--- config.mk ---
export PLATFORM = sky130hd
export DESIGN_NAME = mp_irq_distributor
export DESIGN_NICKNAME = d
export VERILOG_FILES = /design/src/rtl/mpd_pkg.sv /design/src/rtl/mpd_regs.sv /design/src/rtl/mpd_pick.sv /design/src/rtl/mp_irq_distributor.sv
export SDC_FILE = /design/constraint.sdc
export NUM_CORES = 1
export LEC_CHECK = 0
export ABC_AREA = 0
export BUFFER_PORTS_ARGS = -buffer_cell sky130_fd_sc_hd__buf_4
export CAP_MARGIN = 20
export CELL_PAD_IN_SITES_DETAIL_PLACEMENT = 1
export CELL_PAD_IN_SITES_GLOBAL_PLACEMENT = 2
export CORE_MARGIN = 2
export CORE_UTILIZATION = 39
export DETAILED_ROUTE_END_ITERATION = 16
export PLACE_DENSITY_LB_ADDON = 0.1
export SLEW_MARGIN = 20
export SYNTH_ARGS = -nofsm -noshare
export SYNTH_HDL_FRONTEND = slang
export SYNTH_SLANG_ARGS = --single-unit
export TNS_END_PERCENT = 30
--- constraint.sdc ---
create_clock -name clk -period 5.79 [get_ports clk]
set_input_delay 0.2895 -clock clk [delete_from_list [all_inputs] [get_ports clk]]
set_output_delay 0.2895 -clock clk [all_outputs]
set_load 0.02 [all_outputs]
--- src/rtl/mpd_pkg.sv ---
package mpd_pkg;
  localparam int ADDR_W = 12;
  localparam int ID_W   = 10;
  localparam logic [ID_W-1:0] ID_NONE = '1;

  localparam logic [ADDR_W-1:0] A_CTRL     = 12'h000;
  localparam logic [ADDR_W-1:0] A_EN_SET   = 12'h030;
  localparam logic [ADDR_W-1:0] A_EN_CLR   = 12'h034;
  localparam logic [ADDR_W-1:0] A_ACK      = 12'h044;
  localparam logic [ADDR_W-1:0] A_MSK_SET  = 12'h048;
  localparam logic [ADDR_W-1:0] A_MSK_CLR  = 12'h04C;
  localparam logic [ADDR_W-1:0] A_ROUTE_LO = 12'h100;

  function automatic logic [31:0] ctrl_word(input int n_src);
    return 32'(n_src) << 2;
  endfunction

  function automatic logic in_route_window(input logic [ADDR_W-1:0] a, input int n_src);
    int top_addr;
    top_addr = int'(A_ROUTE_LO) + 4 * n_src;
    return (int'(a) >= int'(A_ROUTE_LO)) && (int'(a) < top_addr) && (a[1:0] == 2'b00);
  endfunction

  function automatic logic [ADDR_W-1:0] route_slot(input logic [ADDR_W-1:0] a);
    return (a - A_ROUTE_LO) >> 2;
  endfunction
endpackage

--- src/rtl/mpd_regs.sv ---
module mpd_regs
  import mpd_pkg::*;
#(
  parameter int NUM_SRC = 32,
  parameter int NUM_CPU = 4,
  parameter int CPU_W   = 2,
  parameter int SRC_W   = 5
) (
  input  logic                              clk,
  input  logic                              rst_n,
  input  logic [CPU_W-1:0]                  bus_cpu,
  input  logic                              bus_wr,
  input  logic [ADDR_W-1:0]                 bus_addr,
  input  logic [31:0]                       bus_wdata,
  output logic [NUM_SRC-1:0]                en_o,
  output logic [NUM_SRC-1:0][NUM_CPU-1:0]   route_o,
  output logic [NUM_CPU-1:0][NUM_SRC-1:0]   mask_o
);
  logic [NUM_SRC-1:0]              en_q;
  logic [NUM_SRC-1:0][NUM_CPU-1:0] route_q;
  logic [NUM_CPU-1:0][NUM_SRC-1:0] mask_q;

  // Decoded write events, named for the assertions
  logic [ID_W-1:0]   wr_id;
  logic [SRC_W-1:0]  wr_sidx;
  logic [ADDR_W-1:0] slot_full;
  logic [SRC_W-1:0]  route_sidx;
  logic              id_ok, cpu_ok;
  logic              ev_en_set, ev_en_clr, ev_msk_set, ev_msk_clr, ev_route;

  assign wr_id      = bus_wdata[ID_W-1:0];
  assign wr_sidx    = wr_id[SRC_W-1:0];
  assign slot_full  = route_slot(bus_addr);
  assign route_sidx = slot_full[SRC_W-1:0];
  assign id_ok      = int'(wr_id) < NUM_SRC;
  assign cpu_ok     = int'(bus_cpu) < NUM_CPU;

  assign ev_en_set  = bus_wr && (bus_addr == A_EN_SET)  && id_ok;
  assign ev_en_clr  = bus_wr && (bus_addr == A_EN_CLR)  && id_ok;
  assign ev_msk_set = bus_wr && (bus_addr == A_MSK_SET) && id_ok && cpu_ok;
  assign ev_msk_clr = bus_wr && (bus_addr == A_MSK_CLR) && id_ok && cpu_ok;
  assign ev_route   = bus_wr && in_route_window(bus_addr, NUM_SRC);

  logic unused_wdata;
  assign unused_wdata = ^{bus_wdata[31:ID_W], slot_full};

  always_ff @(posedge clk) begin
    if (!rst_n) begin
      en_q    <= '0;
      route_q <= '0;
      mask_q  <= '1;
    end else begin
      if (ev_en_set)  en_q[wr_sidx] <= 1'b1;
      if (ev_en_clr)  en_q[wr_sidx] <= 1'b0;
      if (ev_msk_set) mask_q[bus_cpu][wr_sidx] <= 1'b1;
      if (ev_msk_clr) mask_q[bus_cpu][wr_sidx] <= 1'b0;
      if (ev_route)   route_q[route_sidx] <= bus_wdata[NUM_CPU-1:0];
    end
  end

  assign en_o    = en_q;
  assign route_o = route_q;
  assign mask_o  = mask_q;

  // indexed enable set / clear land on the named source
  a_r3_enable_set: assert property (@(posedge clk) disable iff (!rst_n)
    ev_en_set |=> en_q[$past(wr_sidx)]);
  a_r3_enable_clear: assert property (@(posedge clk) disable iff (!rst_n)
    ev_en_clr |=> !en_q[$past(wr_sidx)]);
  // indexed mask set / clear land on the accessing CPU
  a_r5_mask_set: assert property (@(posedge clk) disable iff (!rst_n)
    ev_msk_set |=> mask_q[$past(bus_cpu)][$past(wr_sidx)]);
  a_r5_mask_clear: assert property (@(posedge clk) disable iff (!rst_n)
    ev_msk_clr |=> !mask_q[$past(bus_cpu)][$past(wr_sidx)]);
  // reads and idle cycles leave all configuration untouched
  a_r8_no_write_no_change: assert property (@(posedge clk) disable iff (!rst_n)
    !bus_wr |=> ($stable(en_q) && $stable(mask_q) && $stable(route_q)));
endmodule

--- src/rtl/mpd_pick.sv ---
module mpd_pick
  import mpd_pkg::*;
#(
  parameter int NUM_SRC = 32
) (
  input  logic [NUM_SRC-1:0] req,
  output logic [ID_W-1:0]    id,
  output logic               any
);
  // Lowest index wins: scan downward so the last hit is the smallest
  always_comb begin
    id = ID_NONE;
    for (int i = NUM_SRC - 1; i >= 0; i--) begin
      if (req[i]) id = ID_W'(i);
    end
  end
  assign any = |req;
endmodule

--- src/rtl/mp_irq_distributor.sv ---
module mp_irq_distributor
  import mpd_pkg::*;
#(
  parameter int NUM_SRC = 32,
  parameter int NUM_CPU = 4,
  parameter int CPU_W   = (NUM_CPU > 1) ? $clog2(NUM_CPU) : 1
) (
  input  logic               clk,
  input  logic               rst_n,
  input  logic [CPU_W-1:0]   bus_cpu,
  input  logic               bus_wr,
  input  logic               bus_rd,
  input  logic [11:0]        bus_addr,
  input  logic [31:0]        bus_wdata,
  output logic [31:0]        bus_rdata,
  input  logic [NUM_SRC-1:0] src_level,
  input  logic [NUM_CPU-1:0] doorbell,
  output logic [NUM_CPU-1:0] cpu_irq
);
  localparam int SRC_W = (NUM_SRC > 1) ? $clog2(NUM_SRC) : 1;

  logic [NUM_SRC-1:0]              en_w;
  logic [NUM_SRC-1:0][NUM_CPU-1:0] route_w;
  logic [NUM_CPU-1:0][NUM_SRC-1:0] mask_w;
  logic [NUM_CPU-1:0][NUM_SRC-1:0] elig;
  logic [NUM_CPU-1:0][ID_W-1:0]    ack_id;

  mpd_regs #(
    .NUM_SRC(NUM_SRC), .NUM_CPU(NUM_CPU), .CPU_W(CPU_W), .SRC_W(SRC_W)
  ) u_regs (
    .clk(clk), .rst_n(rst_n), .bus_cpu(bus_cpu), .bus_wr(bus_wr),
    .bus_addr(bus_addr), .bus_wdata(bus_wdata),
    .en_o(en_w), .route_o(route_w), .mask_o(mask_w)
  );

  for (genvar c = 0; c < NUM_CPU; c++) begin : g_cpu
    // Source 0 is the doorbell summary; others need line, enable and route
    assign elig[c][0] = doorbell[c] & ~mask_w[c][0];
    for (genvar s = 1; s < NUM_SRC; s++) begin : g_src
      assign elig[c][s] = src_level[s] & en_w[s] & route_w[s][c] & ~mask_w[c][s];
    end

    mpd_pick #(.NUM_SRC(NUM_SRC)) u_pick (
      .req(elig[c]), .id(ack_id[c]), .any(cpu_irq[c])
    );

    // with no lines and no doorbell there is nothing to request
    a_r10_quiet_when_idle: assert property (@(posedge clk) disable iff (!rst_n)
      ((src_level == '0) && !doorbell[c]) |-> !cpu_irq[c]);
    // an unmasked doorbell always raises the CPU request
    a_r7_doorbell_raises: assert property (@(posedge clk) disable iff (!rst_n)
      (doorbell[c] && !mask_w[c][0]) |-> cpu_irq[c]);
  end

  // Read events, named for the assertions
  logic reader_ok, rd_ack, rd_ctrl, rd_route, reader_irq;
  logic [ADDR_W-1:0] rslot;
  logic [SRC_W-1:0]  rsidx;

  assign reader_ok  = int'(bus_cpu) < NUM_CPU;
  assign rd_ack     = bus_rd && (bus_addr == A_ACK) && reader_ok;
  assign rd_ctrl    = bus_rd && (bus_addr == A_CTRL);
  assign rd_route   = bus_rd && in_route_window(bus_addr, NUM_SRC);
  assign rslot      = route_slot(bus_addr);
  assign rsidx      = rslot[SRC_W-1:0];
  assign reader_irq = reader_ok && cpu_irq[bus_cpu];

  logic unused_rslot;
  assign unused_rslot = ^rslot;

  always_ff @(posedge clk) begin
    if (!rst_n) begin
      bus_rdata <= '0;
    end else if (bus_rd) begin
      if (rd_ctrl)       bus_rdata <= ctrl_word(NUM_SRC);
      else if (rd_ack)   bus_rdata <= 32'(ack_id[bus_cpu]);
      else if (rd_route) bus_rdata <= 32'(route_w[rsidx]);
      else               bus_rdata <= '0;
    end
  end

  // control word reports the source count
  a_r2_ctrl_count: assert property (@(posedge clk) disable iff (!rst_n)
    rd_ctrl |=> bus_rdata == 32'(NUM_SRC * 4));
  // acknowledge returns the idle code when nothing is eligible
  a_r6_ack_empty: assert property (@(posedge clk) disable iff (!rst_n)
    (rd_ack && !reader_irq) |=> bus_rdata == 32'(ID_NONE));
  // acknowledge returns an implemented identifier when something is eligible
  a_r6_ack_valid_id: assert property (@(posedge clk) disable iff (!rst_n)
    (rd_ack && reader_irq) |=> (bus_rdata[31:ID_W] == '0) && (int'(bus_rdata[ID_W-1:0]) < NUM_SRC));
endmodule

======== Word-level counts from Yosys, hierarchy flattened ========
Index checks and enable logic that the tools add are counted.
storage, ports and cells
  register bits after elaboration ......... 320
  output and inout port bits .............. 36
  logic and storage cells ................. 641
cells by class
  add/sub/neg operators ................... 1
  order comparisons ....................... 9
  equal/unequal tests ..................... 5
  mux-type cells .......................... 148
  bitwise operators ....................... 417
  reductions and logical operators ........ 23
operators by type and width
  operator               count
  $mux W10               131
  $mux W128              3
  $and A1 B1 Y1          283
  $and A128 B128 Y128    1
  $bwmux W128            1
  $mux W32               4
  $not A1 Y1             128
  $not A128 Y128         1
  $or A128 B128 Y128     1
  $reduce_or A32 Y1      4
  $demux W32 S2          1
  $eq A12 B7 Y1 const B  3
  $and A32 B32 Y32       1
  $not A32 Y32           1
  $or A32 B32 Y32        1
  $eq A12 B6 Y1 const B  2
  $bmux W10 S2           1
  $bmux W4 S5            1
  $demux W4 S5           1
  $logic_and A1 B1 Y1    17
  $ge A12 B9 Y1 const B  1
  $logic_not A12 Y1      1
  $lt A12 B9 Y1 const B  1
  $lt A5 B6 Y1 const B   2
  9 further kinds        12

======== Logic depth before layout (Yosys ltp) ========
  depth in word-level cells ............... 39
  gate-level depth with buffers ........... 10
  mapped depth without buffers ............ 7

======== By module ========
From an unflattened synthesis, not the netlist that was laid out.
second synthesis, totals
  cell total of the unflattened synthesis .. 1920
  area total of the unflattened synthesis .. 16444.5 µm²
by module, submodules not included
  module              instances  cells an instance  area an instance (µm²)  sequential area each (µm²)
  mpd_regs            1          1309               11807.6                 5765.5
  mp_irq_distributor  1          327                3040.4                  200.2
  mpd_pick            4          71                 399.1                   0.0

======== Least setup slack after synthesis ========
OpenSTA, ideal clock, no wires.
  path type ............................... input port to flip-flop
  start ................................... input port bus_addr[2]
  end ..................................... register bus_rdata[0]
  setup time .............................. 0.133 ns
  arrival time ............................ 1.960 ns
  required time ........................... 5.657 ns
  path slack .............................. 3.698 ns
  cell stages on the path ................. 9
  cell sequence ........................... buf_2 buf_6 buf_4 buf_2 mux4_2 mux2i_1 a31oi_1 a21oi_1 a31oi_1
on the way
  longest elaborated chain between the ends .. 7
  elaborated cells between the ends (all ways) .. 15
RTL lines
  element                                                RTL line                  source
  start: declaration                                     mp_irq_distributor.sv:13  input logic [11:0] bus_addr,
  branches (longest 6 deep; another with $sub A7 B1 Y7)  -
  $mux W10 (*)                                           mp_irq_distributor.sv:75  if (rd_ctrl) bus_rdata <= ctrl_word(NUM_SRC);
  end signal: assignment                                 mp_irq_distributor.sv:75
  end signal: assignment                                 mp_irq_distributor.sv:76  else if (rd_ack) bus_rdata <= 32'(ack_id[bus_cpu]);
  end signal: assignment                                 mp_irq_distributor.sv:77  else if (rd_route) bus_rdata <= 32'(route_w[rsidx]);
  end: declaration                                       mp_irq_distributor.sv:15  output logic [31:0] bus_rdata,
Every way passes the cells marked *. The select of a mux whose other input is x is not followed.
A chain may end at the register's enable or synchronous reset.

======== Worst setup path in the final report ========
  start ................................... input port bus_addr[6]
  end ..................................... register u_regs.mask_q (netlist bit u_regs.mask_o[39])
on the way
  longest elaborated chain between the ends .. 7
  elaborated cells between the ends (all ways) .. 10
RTL lines
  element                               RTL line        source
  $eq A12 B7 Y1                         mpd_regs.sv:40  assign ev_msk_set = bus_wr && (bus_addr == A_MSK_SET) && id_ok && cpu_ok;
  $logic_and A1 B1 Y1 (2 in a row)      mpd_regs.sv:40
  $mux W128                             mpd_regs.sv:55  if (ev_msk_set) mask_q[bus_cpu][wr_sidx] <= 1'b1;
  $mux W128                             mpd_regs.sv:48  if (!rst_n) begin
  $and A128 B128 Y128 (no source line)  -
  $mux W128 (*)                         mpd_regs.sv:56  if (ev_msk_clr) mask_q[bus_cpu][wr_sidx] <= 1'b0;
  end signal: assignment                mpd_regs.sv:51  mask_q <= '1;
  end signal: indexed assignment        mpd_regs.sv:55
  end signal: indexed assignment        mpd_regs.sv:56
  end: declaration                      mpd_regs.sv:21  logic [NUM_CPU-1:0][NUM_SRC-1:0] mask_q;
Mark *: on every way between the ends. The rest lies on a longest branch, timed or not. The select of a mux whose other input is x is not followed.

==> impl_metrics.csv <==
group,metric,value,unit
setup_path,reg2regPathDepth,7,
drt,dr.pass1.iters,6,
floorplanning,rows,72,
drt,drc,0,
floorplanning,die_x,202.8,um
setup_path,r2r_slack,2.90,ns
pwr,switchingPower,1.157,mW
grt,grt_start_max_net_pins,95,
pwr,clockPowerShare,51.4,%
setup_path,path_cells,"buf_4 > nor2b_1 > nand2b_1 > nor4_1 > nand3b_1 > nor2_4 > buf_4 > a21oi_1 > o21ai_1",
grt,grt.total_usage,34.60,%
logic_synthesis,ys_seq_elements,294,
setup_path,cp_data_required_time,6.27,ns
floorplanning,boundaryPins,122,
drt,vias,15880,
drt,antenna_left,0,
sta,slew_violations,0,
clock_tree,cts_tree,"built",
layout,final_net_count,1998,
clock_tree,cts_resized,0,
drt,wire_per_inst,29.47,um
setup_path,path_delay_family,"simple AND/OR/NAND/NOR gates",
layout,drive_gt1_share,11.76,%
setup_path,setup.worst_path.start_class,"input pin",
sta,finalHoldViolations,0,
setup_path,reg2reg_to,"bus_rdata[8]$_SDFFE_PN0P_",
clock_tree,cts.sinks,294,
grt,grt_pass1_vias,15580,
clock_tree,cts_hold_buf,0,
hold_path,whs_path_depth,3,
setup_path,cpMaxStageDelayCell,"nor2_4",
clock_tree,h-tree-depth,2,
setup_path,cp_slowest_stage_delay,0.81,ns
logic_synthesis,ys_seq_area_share,38.18,%
setup_path,crit_arrival,3.79,ns
clock_tree,post-cts-setup-buffer-count,0,
floorplanning,initial_utilization,39.71,%
pwr,switching_share,24.60,%
sta,post-route-period-util,57.14,%
hold_path,hp-class,"in -> reg",
pwr,powerDensity,269.4,nW/um2
logic_synthesis,synth_edf_count,0,
pwr,vdd_ir_drop_max,0.1846,mV
sta,fin_tns_setup,0,ns
setup_path,crit_top_cell,"buf_4",
logic_synthesis,synthDistinctLibCells,74,
grt,gr-total-overflow,0,
setup_path,path_max_fanout,21,
hold_path,whs_endpoint,"bus_rdata[3]$_SDFFE_PN0P_",
place,place.gp.congestion,0.9779,
clock_tree,clk_pin_slew,0.06,ns
sta,setup_viol,0,
drt,viasPerCell,6.465,
sta,period_minus_slack,3.308,ns
logic_synthesis,synth_ff_type,"dfxtp_1",
layout,fin_area,17460,um2
hold_path,min_from,"bus_rd",
sta,rsz0062_at_grt,"no",
place,hpwl,49.89,mm
sta,worstMarginPinSlew,1.109,ns
setup_path,worstReg2RegStart,"u_regs.route_o[97]$_SDFFE_PN0P_",
pwr,comb_power_share,5.6,%
logic_synthesis,syn_area_per_cell,8.059,um2
grt,grt_pass1_wl,104.5,mm
layout,layout.cells.non_filler,2456,
layout,area_delta_synth_final,13.24,%
status,status,"finished, final reports clean",
layout,diodes,0,
clock_tree,cts_buffers,36,
place,placed_cell_area,16200,um2
job,drv_cap,0,
floorplanning,coreArea,38830,um2
floorplanning,die_y,202.8,um
clock_tree,clock-root-buffer,"clkbuf_16",
clock_tree,clkLatencyLatePin,0.57,ns
clock_tree,clock_path_buffers,3,
drt,wirelength,72.39,mm
drt,first_iter_violations,1534,
logic_synthesis,yosysWarnings,0,
floorplanning,die-area,41140,um2
setup_path,end_kind,"register",
pwr,leakagePower,6.441,nW
logic_synthesis,async_flop_share,0,%
sta,max_freq,0.3023,GHz
sta,maxSlewHeadroom,25.76,%
place,io_buffers,76,
pwr,p_int,3.547,mW
setup_path,path_class,"in -> reg",
sta,finClkSkew,0.02058,ns
pwr,p_seq_share,43.0,%
place,dp.cells,2392,
layout,final_core_util,44.96,%
logic_synthesis,synth_area,15420,um2
setup_path,cp_num_buf_inv,2,
grt,grt_antenna_before_repair,3,
logic_synthesis,syn_inst,1913,
[worst max-delay path by stage]
stage | startpoint | slack, ns | to | cells after the start
after floorplan | bus_addr[2] | 3.70 | bus_rdata[0]$_SDFFE_PN0P_ | 9
after global placement | bus_addr[6] | 2.26 | u_regs.mask_o[38]$_SDFF_PN1_ | 9
after detailed placement | bus_addr[6] | 2.13 | u_regs.mask_o[39]$_SDFF_PN1_ | 9
after CTS | bus_addr[6] | 2.71 | u_regs.mask_o[39]$_SDFF_PN1_ | 9
after global routing | bus_addr[6] | 2.45 | u_regs.mask_o[37]$_SDFF_PN1_ | 9
final | bus_addr[6] | 2.48 | u_regs.mask_o[39]$_SDFF_PN1_ | 9
[sequential cells by signal, indices dropped and copies added, names as in the netlist]
register	flops
bus_rdata	7
u_regs.en_o	31
u_regs.mask_o	128
u_regs.route_o	128
[cell usage after synthesis (7+ instances only)]
master | n | share of area [%]
a211oi_1 | 12 | 0.58
a21boi_0 | 8 | 0.39
a21oi_1 | 255 | 8.3
a31oi_1 | 12 | 0.49
and4b_1 | 28 | 1.8
buf_1 | 14 | 0.34
buf_2 | 22 | 0.71
buf_4 | 31 | 1.5
clkbuf_1 | 88 | 2.1
dfxtp_1 | 294 | 38
inv_1 | 7 | 0.17
mux2i_1 | 53 | 3.4
mux4_2 | 33 | 4.8
nand2_1 | 181 | 4.4
nand2b_1 | 21 | 0.85
nand3_1 | 63 | 2.0
nand4_1 | 22 | 0.89
nand4b_1 | 108 | 6.1
nor2_1 | 256 | 6.2
nor2b_1 | 12 | 0.49
nor3_1 | 10 | 0.32
nor4_1 | 8 | 0.32
o211ai_1 | 8 | 0.39
o21ai_0 | 97 | 3.1
o21ai_1 | 125 | 4.1
o22ai_1 | 7 | 0.28
o311ai_0 | 7 | 0.40
o31ai_1 | 8 | 0.39
or3_1 | 36 | 1.5
[power by group through the flow]
| stage | Clock (mW) | Combinational (mW) | Sequential, mW |
|---|---|---|---|
| floorplan | 0 | 0.144 | 2.07 |
| CTS | 2.44 | 0.257 | 2.02 |
| detailed placement | 0 | 0.257 | 2.07 |
| global route | 2.53 | 0.273 | 2.02 |
| finish | 2.42 | 0.263 | 2.02 |
| global placement | 0 | 0.254 | 2.07 |
[stage by stage]
stage	setup WS [ns]	hold WS (ns)	total power, mW
final	2.482	0.1241	4.704
after global routing	2.453	0.1477	4.821
after CTS	2.705	0.1054	4.723
after detailed placement	2.127	0.4656	2.324
after global placement	2.262	0.4533	2.322
after floorplan	3.698	0.4377	2.211
[layer usage]
metal  share of wire (%)  track usage, %
met3                 9.3           8.427
met4                 4.5           15.56
met5               0.055               0
met2                  43           51.71
met1                  43           47.19
[area by class of cell]
| cell class | instances | area [um2] |
|---|---|---|
| clock buffers | 48 | 1057 |
| multi-input cells | 1476 | 8910 |
| repair buffers | 96 | 733.2 |
| fillers | 4666 | 21370 |
| well taps | 518 | 648.1 |
| inverters | 8 | 32.53 |
| flip-flops and latches | 294 | 5886 |
| clock inverters | 16 | 191.4 |
[kinds of logic (layout without fill, tap and decap cells)]
group	after synthesis	count (layout)	share of synthesized area, %
other	1	22	0.02432
AOI/OAI and AO/OA	565	565	19.87
and+or+nand+nor	801	801	28.45
muxes	88	88	8.505
buffers and inverters	164	168	4.975
DFF	294	294	38.18
[layout by cell type, fill, tap and decap left out, types with 8 or more instances in the layout]
cell type and count:
a211oi_1 12, a21boi_0 8, a21oi_1 255, a31oi_1 12
and4b_1 28, buf_4 95, clkbuf_16 37, clkbuf_8 9
clkinv_2 9, conb_1 22, dfxtp_1 294, mux2i_1 53
mux4_2 33, nand2_1 180, nand2b_1 21, nand3_1 60
nand4_1 22, nand4b_1 108, nor2_1 252, nor2b_1 10
nor3_1 10, nor4_1 8, o211ai_1 8, o21ai_0 97
o21ai_1 125, o31ai_1 8, or3_1 36
[worst register-to-register path: cells and delay by family, from the launching register on]
| family | cells | cell delay [ns] |
|---|---|---|
| DFF | 1 | 0.36 |
| AOI/OAI and AO/OA | 1 | 0.13 |
| muxes | 1 | 0.58 |
| and+or+nand+nor | 5 | 1.76 |
Note: power is estimated with default switching activity, not from simulation.
